<file path="src/rtl/qdec_pkg.sv">
package qdec_pkg;

  typedef enum logic [1:0] {
    QM_OFF = 2'b00,
    QM_X1  = 2'b01,
    QM_X2  = 2'b10,
    QM_X4  = 2'b11
  } qmode_e;

  typedef enum logic [1:0] {
    STEP_NONE,
    STEP_FWD,
    STEP_REV,
    STEP_BAD
  } step_e;

  // Gray pair {b,a} to a position 0..3 along the forward order
  function automatic logic [1:0] phase_pos(input logic b, input logic a);
    return {b, b ^ a};
  endfunction

  function automatic step_e classify(input logic [1:0] prev_pos, input logic [1:0] cur_pos);
    logic [1:0] delta;
    delta = cur_pos - prev_pos;
    case (delta)
      2'd0:    return STEP_NONE;
      2'd1:    return STEP_FWD;
      2'd3:    return STEP_REV;
      default: return STEP_BAD;
    endcase
  endfunction

endpackage

</file>
<file path="src/rtl/qdec_rst_sync.sv">
module qdec_rst_sync (
  input  logic clk,
  input  logic rst_async_n,
  output logic rst_sync_n
);

  logic [1:0] stage_q;

  always_ff @(posedge clk or negedge rst_async_n) begin
    if (!rst_async_n) stage_q <= 2'b00;
    else              stage_q <= {stage_q[0], 1'b1};
  end

  assign rst_sync_n = stage_q[1];

endmodule

</file>
<file path="src/rtl/qdec_sync2.sv">
module qdec_sync2 #(
  parameter int unsigned WIDTH = 2
) (
  input  logic             clk,
  input  logic             rst_n,
  input  logic [WIDTH-1:0] din,
  output logic [WIDTH-1:0] dout
);

  logic [WIDTH-1:0] meta_q;
  logic [WIDTH-1:0] stab_q;

  always_ff @(posedge clk or negedge rst_n) begin
    if (!rst_n) begin
      meta_q <= '0;
      stab_q <= '0;
    end else begin
      meta_q <= din;
      stab_q <= meta_q;
    end
  end

  assign dout = stab_q;

endmodule

</file>
<file path="src/rtl/qdec_stab_filter.sv">
module qdec_stab_filter #(
  parameter int unsigned STABLE_CYC = 4
) (
  input  logic clk,
  input  logic rst_n,
  input  logic din,
  output logic dout
);

  localparam int unsigned CW = (STABLE_CYC > 1) ? $clog2(STABLE_CYC) : 1;
  localparam logic [CW-1:0] LAST = CW'(STABLE_CYC - 1);

  logic          level_q, level_d;
  logic [CW-1:0] run_q, run_d;
  logic          differ;
  logic          upd_en;

  always_comb begin
    differ  = din ^ level_q;
    level_d = level_q;
    run_d   = '0;
    if (differ) begin
      if (run_q == LAST) begin
        level_d = din;
        run_d   = '0;
      end else begin
        run_d = run_q + 1'b1;
      end
    end
    upd_en = differ || (run_q != '0);
  end

  always_ff @(posedge clk or negedge rst_n) begin
    if (!rst_n) begin
      level_q <= 1'b0;
      run_q   <= '0;
    end else if (upd_en) begin
      level_q <= level_d;
      run_q   <= run_d;
    end
  end

  assign dout = level_q;

endmodule

</file>
<file path="src/rtl/qdec_step_decode.sv">
module qdec_step_decode
  import qdec_pkg::*;
(
  input  logic   clk,
  input  logic   rst_n,
  input  qmode_e mode,
  input  logic   b_is_dir,
  input  logic   gate_n,
  input  logic   in_a,
  input  logic   in_b,
  output logic   up_stb,
  output logic   dn_stb,
  output logic   dir_up
);

  logic  prev_a_q, prev_b_q;
  logic  up_q, dn_q, dir_q;
  logic  up_d, dn_d, dir_d;
  logic  want_up, want_dn;
  logic  quad;
  logic  a_moved, a_rise, b_rise, x1_edge;
  step_e st;

  always_comb begin
    quad    = (mode != QM_OFF);
    st      = classify(phase_pos(prev_b_q, prev_a_q), phase_pos(in_b, in_a));
    a_moved = in_a ^ prev_a_q;
    a_rise  = in_a & ~prev_a_q;
    b_rise  = in_b & ~prev_b_q;
    x1_edge = a_moved & ~in_b & ~prev_b_q;
    want_up = 1'b0;
    want_dn = 1'b0;
    case (mode)
      QM_X4: begin
        want_up = (st == STEP_FWD);
        want_dn = (st == STEP_REV);
      end
      QM_X2: begin
        want_up = (st == STEP_FWD) & a_moved;
        want_dn = (st == STEP_REV) & a_moved;
      end
      QM_X1: begin
        want_up = (st == STEP_FWD) & x1_edge;
        want_dn = (st == STEP_REV) & x1_edge;
      end
      default: begin
        if (b_is_dir) begin
          want_up = a_rise & ~in_b;
          want_dn = a_rise & in_b;
        end else begin
          want_up = a_rise & ~b_rise;
          want_dn = b_rise & ~a_rise;
        end
      end
    endcase
    up_d  = want_up & gate_n;
    dn_d  = want_dn & gate_n;
    dir_d = dir_q;
    if (quad && up_d) dir_d = 1'b1;
    else if (quad && dn_d) dir_d = 1'b0;
  end

  always_ff @(posedge clk or negedge rst_n) begin
    if (!rst_n) begin
      prev_a_q <= 1'b0;
      prev_b_q <= 1'b0;
      up_q     <= 1'b0;
      dn_q     <= 1'b0;
      dir_q    <= 1'b1;
    end else begin
      prev_a_q <= in_a;
      prev_b_q <= in_b;
      up_q     <= up_d;
      dn_q     <= dn_d;
      dir_q    <= dir_d;
    end
  end

  assign up_stb = up_q;
  assign dn_stb = dn_q;
  assign dir_up = quad ? dir_q : 1'b1;

endmodule

</file>
<file path="src/rtl/qdec_top.sv">
module qdec_top
  import qdec_pkg::*;
#(
  parameter int unsigned FILT_CYCLES = 4
) (
  input  logic       clk,
  input  logic       rst_n,
  input  logic [1:0] mode,
  input  logic       b_is_dir,
  input  logic       gate_n,
  input  logic       enc_a,
  input  logic       enc_b,
  output logic       up_stb,
  output logic       dn_stb,
  output logic       dir_up
);

  localparam int unsigned NCH = 2;

  logic           rst_core_n;
  logic [NCH-1:0] raw_ph;
  logic [NCH-1:0] sync_ph;
  logic [NCH-1:0] filt_ph;
  logic [NCH-1:0] sel_ph;
  qmode_e         mode_e;

  assign raw_ph = {enc_b, enc_a};
  assign mode_e = qmode_e'(mode);

  qdec_rst_sync u_rst (
    .clk         (clk),
    .rst_async_n (rst_n),
    .rst_sync_n  (rst_core_n)
  );

  qdec_sync2 #(.WIDTH(NCH)) u_sync (
    .clk   (clk),
    .rst_n (rst_core_n),
    .din   (raw_ph),
    .dout  (sync_ph)
  );

  for (genvar ch = 0; ch < NCH; ch++) begin : g_filt
    qdec_stab_filter #(.STABLE_CYC(FILT_CYCLES)) u_filt (
      .clk   (clk),
      .rst_n (rst_core_n),
      .din   (sync_ph[ch]),
      .dout  (filt_ph[ch])
    );
  end

  assign sel_ph = (mode_e == QM_OFF) ? sync_ph : filt_ph;

  qdec_step_decode u_dec (
    .clk      (clk),
    .rst_n    (rst_core_n),
    .mode     (mode_e),
    .b_is_dir (b_is_dir),
    .gate_n   (gate_n),
    .in_a     (sel_ph[0]),
    .in_b     (sel_ph[1]),
    .up_stb   (up_stb),
    .dn_stb   (dn_stb),
    .dir_up   (dir_up)
  );

endmodule

</file>
<file path="config.mk">
export PLATFORM = sky130hd
export DESIGN_NAME = qdec_top
export DESIGN_NICKNAME = d
export VERILOG_FILES = /design/src/rtl/qdec_pkg.sv /design/src/rtl/qdec_rst_sync.sv /design/src/rtl/qdec_sync2.sv /design/src/rtl/qdec_stab_filter.sv /design/src/rtl/qdec_step_decode.sv /design/src/rtl/qdec_top.sv
export SDC_FILE = /design/constraint.sdc
export NUM_CORES = 1
export LEC_CHECK = 0
export BUFFER_PORTS_ARGS = -buffer_cell sky130_fd_sc_hd__buf_2
export CAP_MARGIN = 10
export CORE_MARGIN = 2
export CORE_UTILIZATION = 35
export DETAILED_ROUTE_END_ITERATION = 7
export GPL_TIMING_DRIVEN = 0
export PLACE_DENSITY = 0.65
export SLEW_MARGIN = 20
export SYNTH_ARGS = -nofsm -noshare
export SYNTH_HDL_FRONTEND = slang
export SYNTH_SLANG_ARGS = --single-unit
</file>
<file path="constraint.sdc">
create_clock -name clk -period 2.17 [get_ports clk]
set_input_delay 0.5425 -clock clk [delete_from_list [all_inputs] [get_ports clk]]
set_output_delay 0.5425 -clock clk [all_outputs]
set_load 0.03 [all_outputs]
</file>
==> metrics.txt, run 1 <==
status=completed; post-route minimum period=2140 ps; most frequent cells after synthesis=16 x dfrtp_1, 10 x ha_1, 9 x inv_1, 5 x mux2_2, 5 x nand2_1; 1st-pass router iterations=2; Slew @ Worst Pin=613 ps; first-pass GRT wire length=~2100 µm; area share of the largest cell type after synthesis=0.458; Die ar.=around 2900 µm²; CP Data Arrival Time=around 2400 ps; Fin Clk Skew=~1.1 ps; Post-Synth Adder-Cell Area=0.143; width of the die=approximately 54 µm; drt drc=0; Achievable Freq=468 MHz; leakage power=0.000533 µW; Max Slew Vio Count=0; Netlist cell types=26; Initial Utilization=0.362; post-synth net total=94; Hold Violations, Final=0; mux cell area share after synthesis=0.0888; Synth Area in Compound Gates=0.0544; Min Hold Slack=between 200 and 300 ps; H-tree Lvls=1; count leader, synth=dfrtp_1; Final ANT Viol Nets=0; Die Y=between 50 and 60 µm; worst setup margin=33.9 ps; EDFF count, synth=0; Num Clock Sinks=17; Util after Layout=0.453; dpl cells=roughly 120; dpl hpwl=around 1000 µm; CP endpoint kind=flop; Num CTS Buffers=3; Most used DFF post-synth=dfrtp_1; Min-Delay Path Class=flop to async pin; Worst Setup Path Type=input port to flop; RSZ-0062 raised after global routing=false; synthesis-stage register bit count=17; post-synthesis simple-gate area fraction=0.126; WP data required=2400 ps; Max-cap violations=0; Mean Syn Cell Area=11.5 µm²; TritonCTS clock tree=done; # IOs=11; maximum vdd drop=approximately 690 µV; Area contributors post-synth=dfrtp_1 46%, ha_1 14%, mux2_2 6.4%; port bufs=10; sequential share of the synthesized area=0.489; Vias=564; largest net degree at the start of global routing=16; final WL=about 1300 µm; DP Area=1020 µm²; Reg clk slew, reported paths=100 ps; CTS root buf=clkbuf_4; wire per inst=about 11 µm; initial antenna violation count=0; async set or reset register ratio after synthesis=1.00; Core Area=2410 µm²; Std-Cell Rows=18; DR iter-0 viols=1; pwr dens=1190 nW/µm²; Remaining Overflow, GRT=0; placer congestion estimate=slightly above 0.7; worst-path fanout max=4; Synth Area in XOR/XNOR=0.0501; cell area after layout=1090 µm²; CP Launch Type=input port; CTS max path bufs=2; vias in the first global route=537; Final Cycle Share=0.984; area leader, netlist=dfrtp_1; mapped cell area=around 870 µm²; share of cells above drive strength 1=0.348; largest family of logic cells by synthesized area=adder cells; post-synthesis cell count=76; n_diodes=0; Final Setup Violations=0; area delta synth->final=24.9%; nets=111; worst skew pair latency=290 ps; Synth Warn #=0; Final Non-Filler Cells=122; GRT Total Usage=0.102; Slew headroom=0.591; vias per cell=4.62; pre-CTS setup slack=-510 ps
-- path summary, 6_finish.rpt --
check	start	slack, ps	to	depth (start not counted)
worst min register to register	u_rst.stage_q[1]$_DFF_PN0_	260	u_sync.meta_q[1]$_DFF_PN0_	0
worst max-delay path	mode[0]	30	u_dec.dir_q$_DFFE_PN1P_	9
worst min-delay path	u_rst.stage_q[1]$_DFF_PN0_	260	u_sync.meta_q[1]$_DFF_PN0_	0
worst max register to register	u_sync.dout[1]$_DFF_PN0_	210	u_dec.dir_q$_DFFE_PN1P_	6
min in group clk	enc_b	350	u_sync.meta_q[1]$_DFF_PN0_	1
max in group asynchronous	u_rst.stage_q[1]$_DFF_PN0_	1520	g_filt[1].u_filt.run_q[0]$_DFFE_PN0P_	0
-- what timing repair did --
| item | in CTS | in global routing |
|---|---|---|
| hold buffers | 1 | 0 |
| endpoints found under the hold margin | 2 | 0 |
| pin swaps | 2 | 0 |
| buffers inserted | 2 | 0 |
| setup endpoints to repair | 1 | 1 |
| gates resized for setup | 2 | 4 |
-- placed cells by master, fill, tap and decap left out, drive strengths merged, types with 2 or more instances in the layout --
cell	n
dfrtp	16
buf	12
ha	10
inv	9
mux2	6
nand2	5
nand3	4
xor2	3
nor2	3
o21ai	3
clkbuf	3
xnor2	2
nor4b	2
-- report_power, final --
part | leakage (µW) | total [µW] | switching (µW) | internal, µW
clock network | 0.0000139 | 173 | 103 | 70.1
logic | 0.000313 | 627 | 303 | 324
registers | 0.000206 | 494 | 75.2 | 419
-- worst max-delay path, cell delays in order --
cell	delay (ps)
buf_4	130
inv_6	50
ha_4	150
mux2_4	330
xnor2_2	130
ha_1	270
o21bai_4	190
nor4b_4	230
mux2_4	320
-- cell type report --
| type | count | area (µm²) |
|---|---|---|
| fill | 218 | 1320 |
| multi-input combinational | 49 | 462 |
| sequential | 17 | 427 |
| timing repair buffer | 13 | 83.8 |
| inverter | 9 | 51.3 |
| tap | 30 | 37.5 |
| clock buffer | 3 | 22.5 |
| clock inverter | 1 | 7.51 |
-- layer usage --
layer | track usage | share of wire
met5 | 0 | 0
met3 | 0.0278 | 0.026
met4 | 0.0556 | 0.0053
met2 | 0.157 | 0.49
met1 | 0.131 | 0.47
-- kinds of logic after synthesis --
logic type / after synthesis
AO/OA/AOI/OAI: 7
AND/OR/NAND/NOR: 19
adder cells (fa/ha/maj): 10
buffers and inverters: 10
XOR/XNOR: 5
flip-flops: 17
other: 1
multiplexers: 7
-- through the flow --
stage / TNS [ps] / power, µW
6_report: 0 / 1290
4_1_cts: 0 / 1290
2_1_floorplan: -212 / 977
3_3_place_gp: -911 / 1070
3_5_place_dp: -1050 / 1100
5_1_grt: 0 / 1410
-- sequential cells by signal, indices dropped and copies added (netlist names) --
signal / count
u_dec.dir_q: 1
u_dec.dn_stb: 1
g_filt.u_filt.run_q: 4
u_dec.up_stb: 1
u_dec.prev_a_q: 1
u_dec.prev_b_q: 1
u_sync.dout: 2
u_rst.stage_q: 2
u_sync.meta_q: 2
g_filt.u_filt.dout: 2
No activity file was read; power rests on OpenSTA's default activity.
==> inputs of run 2 (changes only) <==
--- a/config.mk
+++ b/config.mk
@@ -7,7 +7,7 @@
 export LEC_CHECK = 0
 export BUFFER_PORTS_ARGS = -buffer_cell sky130_fd_sc_hd__buf_2
 export CAP_MARGIN = 10
-export CORE_MARGIN = 2
+export CORE_MARGIN = 8
 export CORE_UTILIZATION = 35
 export DETAILED_ROUTE_END_ITERATION = 7
 export GPL_TIMING_DRIVEN = 0
==> run 2 against run 1 <==
  * Register-to-register slack about the same
  * Routed wire length is 7.5% higher
  * Clock-buffer cell count did not move
  * Non-clock buffer count is the same
  * Core utilization fell by 0.10 points
  * Sequential power hardly changed
  * Critical path depth unchanged
  * Via count down 0.18%
  * Cell count unchanged
  * Critical path type unchanged
==> metrics.txt, run 2 (synthesis gave the netlist of run 1 again) <==
final WL=1430 µm (was 1330 µm); total power draw=1290 µW (about the same); reg2reg end=u_dec.dir_q$_DFFE_PN1P_ (unchanged); 1st-pass router iterations=4 (was 2); H-tree Lvls=1 (unchanged); area delta synth->final=24.6% (was 24.9%); Max-cap violations=0 (unchanged); dpl hpwl=1130 µm (was 1020 µm); Final ANT Viol Nets=0 (unchanged); Vias=563 (was 564); CTS max path bufs=2 (unchanged); wire per inst=11.7 µm (was 10.9 µm); Seq pwr share=0.385 (was 0.382); Fin Setup TNS=0 ps (unchanged); Min-Delay Path Class=flop to async pin (unchanged); Internal Pwr Total=810 µW (was 813 µW); worst-path fanout max=4 (unchanged); R2R setup slack=200 ps (was 210 ps); drt drc=0 (unchanged); share of cells above drive strength 1=0.337 (was 0.348); Core Area=2410 µm² (unchanged); pwr dens=1180 nW/µm² (was 1190 nW/µm²); CP Launch Type=input port (unchanged); status=completed (unchanged); Top reg by flops=g_filt.u_filt.run_q (unchanged); placer congestion estimate=0.750 (was 0.723); dpl cells=116 (unchanged); Final Cycle Share=0.984 (about the same); max FFs per register=4 (unchanged); commonest non-fill, non-tap cell in the layout=dfrtp_1 (unchanged); maximum vdd drop=675 µV (was 694 µV); CP Data Arrival Time=2360 ps (was 2370 ps); port bufs=10 (unchanged); width of the die=66.0 µm (was 54.0 µm); post-route minimum period=2140 ps (about the same); initial antenna violation count=0 (unchanged); nets=111 (unchanged); Max Slew Vio Count=0 (unchanged); Slew headroom=0.604 (was 0.591); worst skew pair latency=290 ps (about the same); leakage power=0.000531 µW (was 0.000533 µW); Std-Cell Rows=18 (unchanged); n_diodes=0 (unchanged); largest net degree at the start of global routing=16 (unchanged); reg2reg start=u_sync.dout[1]$_DFF_PN0_ (unchanged); Fin Clk Skew=6.55 ps (was 1.14 ps); Achievable Freq=468 MHz (about the same); Worst Setup Path Type=input port to flop (unchanged); RSZ-0062 raised after global routing=false (unchanged); Num Clock Sinks=17 (unchanged); vias in the first global route=602 (was 537); switching power=475 µW (was 481 µW); Final Setup Violations=0 (unchanged); Remaining Overflow, GRT=0 (unchanged); Die Y=66.0 µm (was 54.0 µm); Die ar.=4350 µm² (was 2910 µm²); CTS root buf=clkbuf_4 (unchanged); Initial Utilization=0.362 (unchanged); Hold Violations, Final=0 (unchanged); Num CTS Buffers=3 (unchanged); GRT Total Usage=0.0796 (was 0.102); WP data required=2390 ps (was 2400 ps); Comb pwr share=0.481 (was 0.484); sw frac=0.370 (was 0.372); TritonCTS clock tree=done (unchanged); Final Non-Filler Cells=122 (unchanged); CP endpoint kind=flop (unchanged); R2R depth=6 (unchanged); # IOs=11 (unchanged); Clock Power Share=0.134 (about the same); DR iter-0 viols=20 (was 1); first-pass GRT wire length=2620 µm (was 2080 µm); Slew @ Worst Pin=594 ps (was 613 ps); vias per cell=4.61 (was 4.62); most frequent cells in the layout=16 x dfrtp_1, 9 x ha_1, 8 x buf_2, 7 x inv_1, 5 x nand2_1 (unchanged); Reg clk slew, reported paths=110 ps (was 100 ps)
==> run 2: metrics by stage <==
step                hold WS (ps)  utilization  area, µm²  setup WS, ps
detailed placement           280        0.425       1020          -491
floorplan                    186            -        936          -212
global placement             261        0.425       1020          -458
finish                       250        0.452       1090          33.9
CTS                          283        0.445       1070          21.0
global route                 315        0.452       1090          1.41
==> run 2: worst max path at each step <==
stage / start / to / slack [ps] / cells past startpoint
after floorplan: mode[1] / u_dec.dir_q$_DFFE_PN1P_ / -210 / 9
final: mode[1] / u_dec.dir_q$_DFFE_PN1P_ / 30 / 9
after CTS: mode[0] / u_dec.dir_q$_DFFE_PN1P_ / 20 / 9
after global routing: mode[1] / u_dec.dir_q$_DFFE_PN1P_ / 1 / 9
after global placement: mode[1] / u_dec.dir_q$_DFFE_PN1P_ / -460 / 10
after detailed placement: mode[1] / u_dec.dir_q$_DFFE_PN1P_ / -490 / 10
==> run 2: cell type report <==
cell class / instances / area, µm²
multi-input cells: 49 / 459
clock buffers: 3 / 22.5
well taps: 30 / 37.5
inverters: 9 / 51.3
repair buffers: 13 / 83.8
fillers: 234 / 1320
flip-flops and latches: 17 / 427
clock inverters: 1 / 7.51
==> run 2: critical path, stage by stage <==
cell	delay, ps
buf_4	140
inv_12	50
ha_4	150
mux2_4	330
xnor2_2	130
ha_1	270
o21bai_4	190
nor4b_4	230
mux2_4	320
==> run 2: timing repair <==
item | CTS | global route
setup buffers | 2 | 0
gates resized for setup | 2 | 3
pin swaps | 2 | 0
hold endpoints to repair | 2 | 0
setup endpoints to repair | 1 | 1
hold buffers | 1 | 0
==> run 2: metal layers <==
metal | track usage | wire length [µm]
met1 | 0.0841 | 651
met2 | 0.132 | 706
met3 | 0.0356 | 66
met4 | 0.0400 | 9
met5 | 0 | 0
==> run 2: power by group through the flow <==
stage	logic, µW	clock network, µW	registers [µW]
floorplan	469	0	508
global placement	572	0	497
detailed placement	597	0	501
CTS	604	184	495
global route	700	202	514
finish	618	173	495
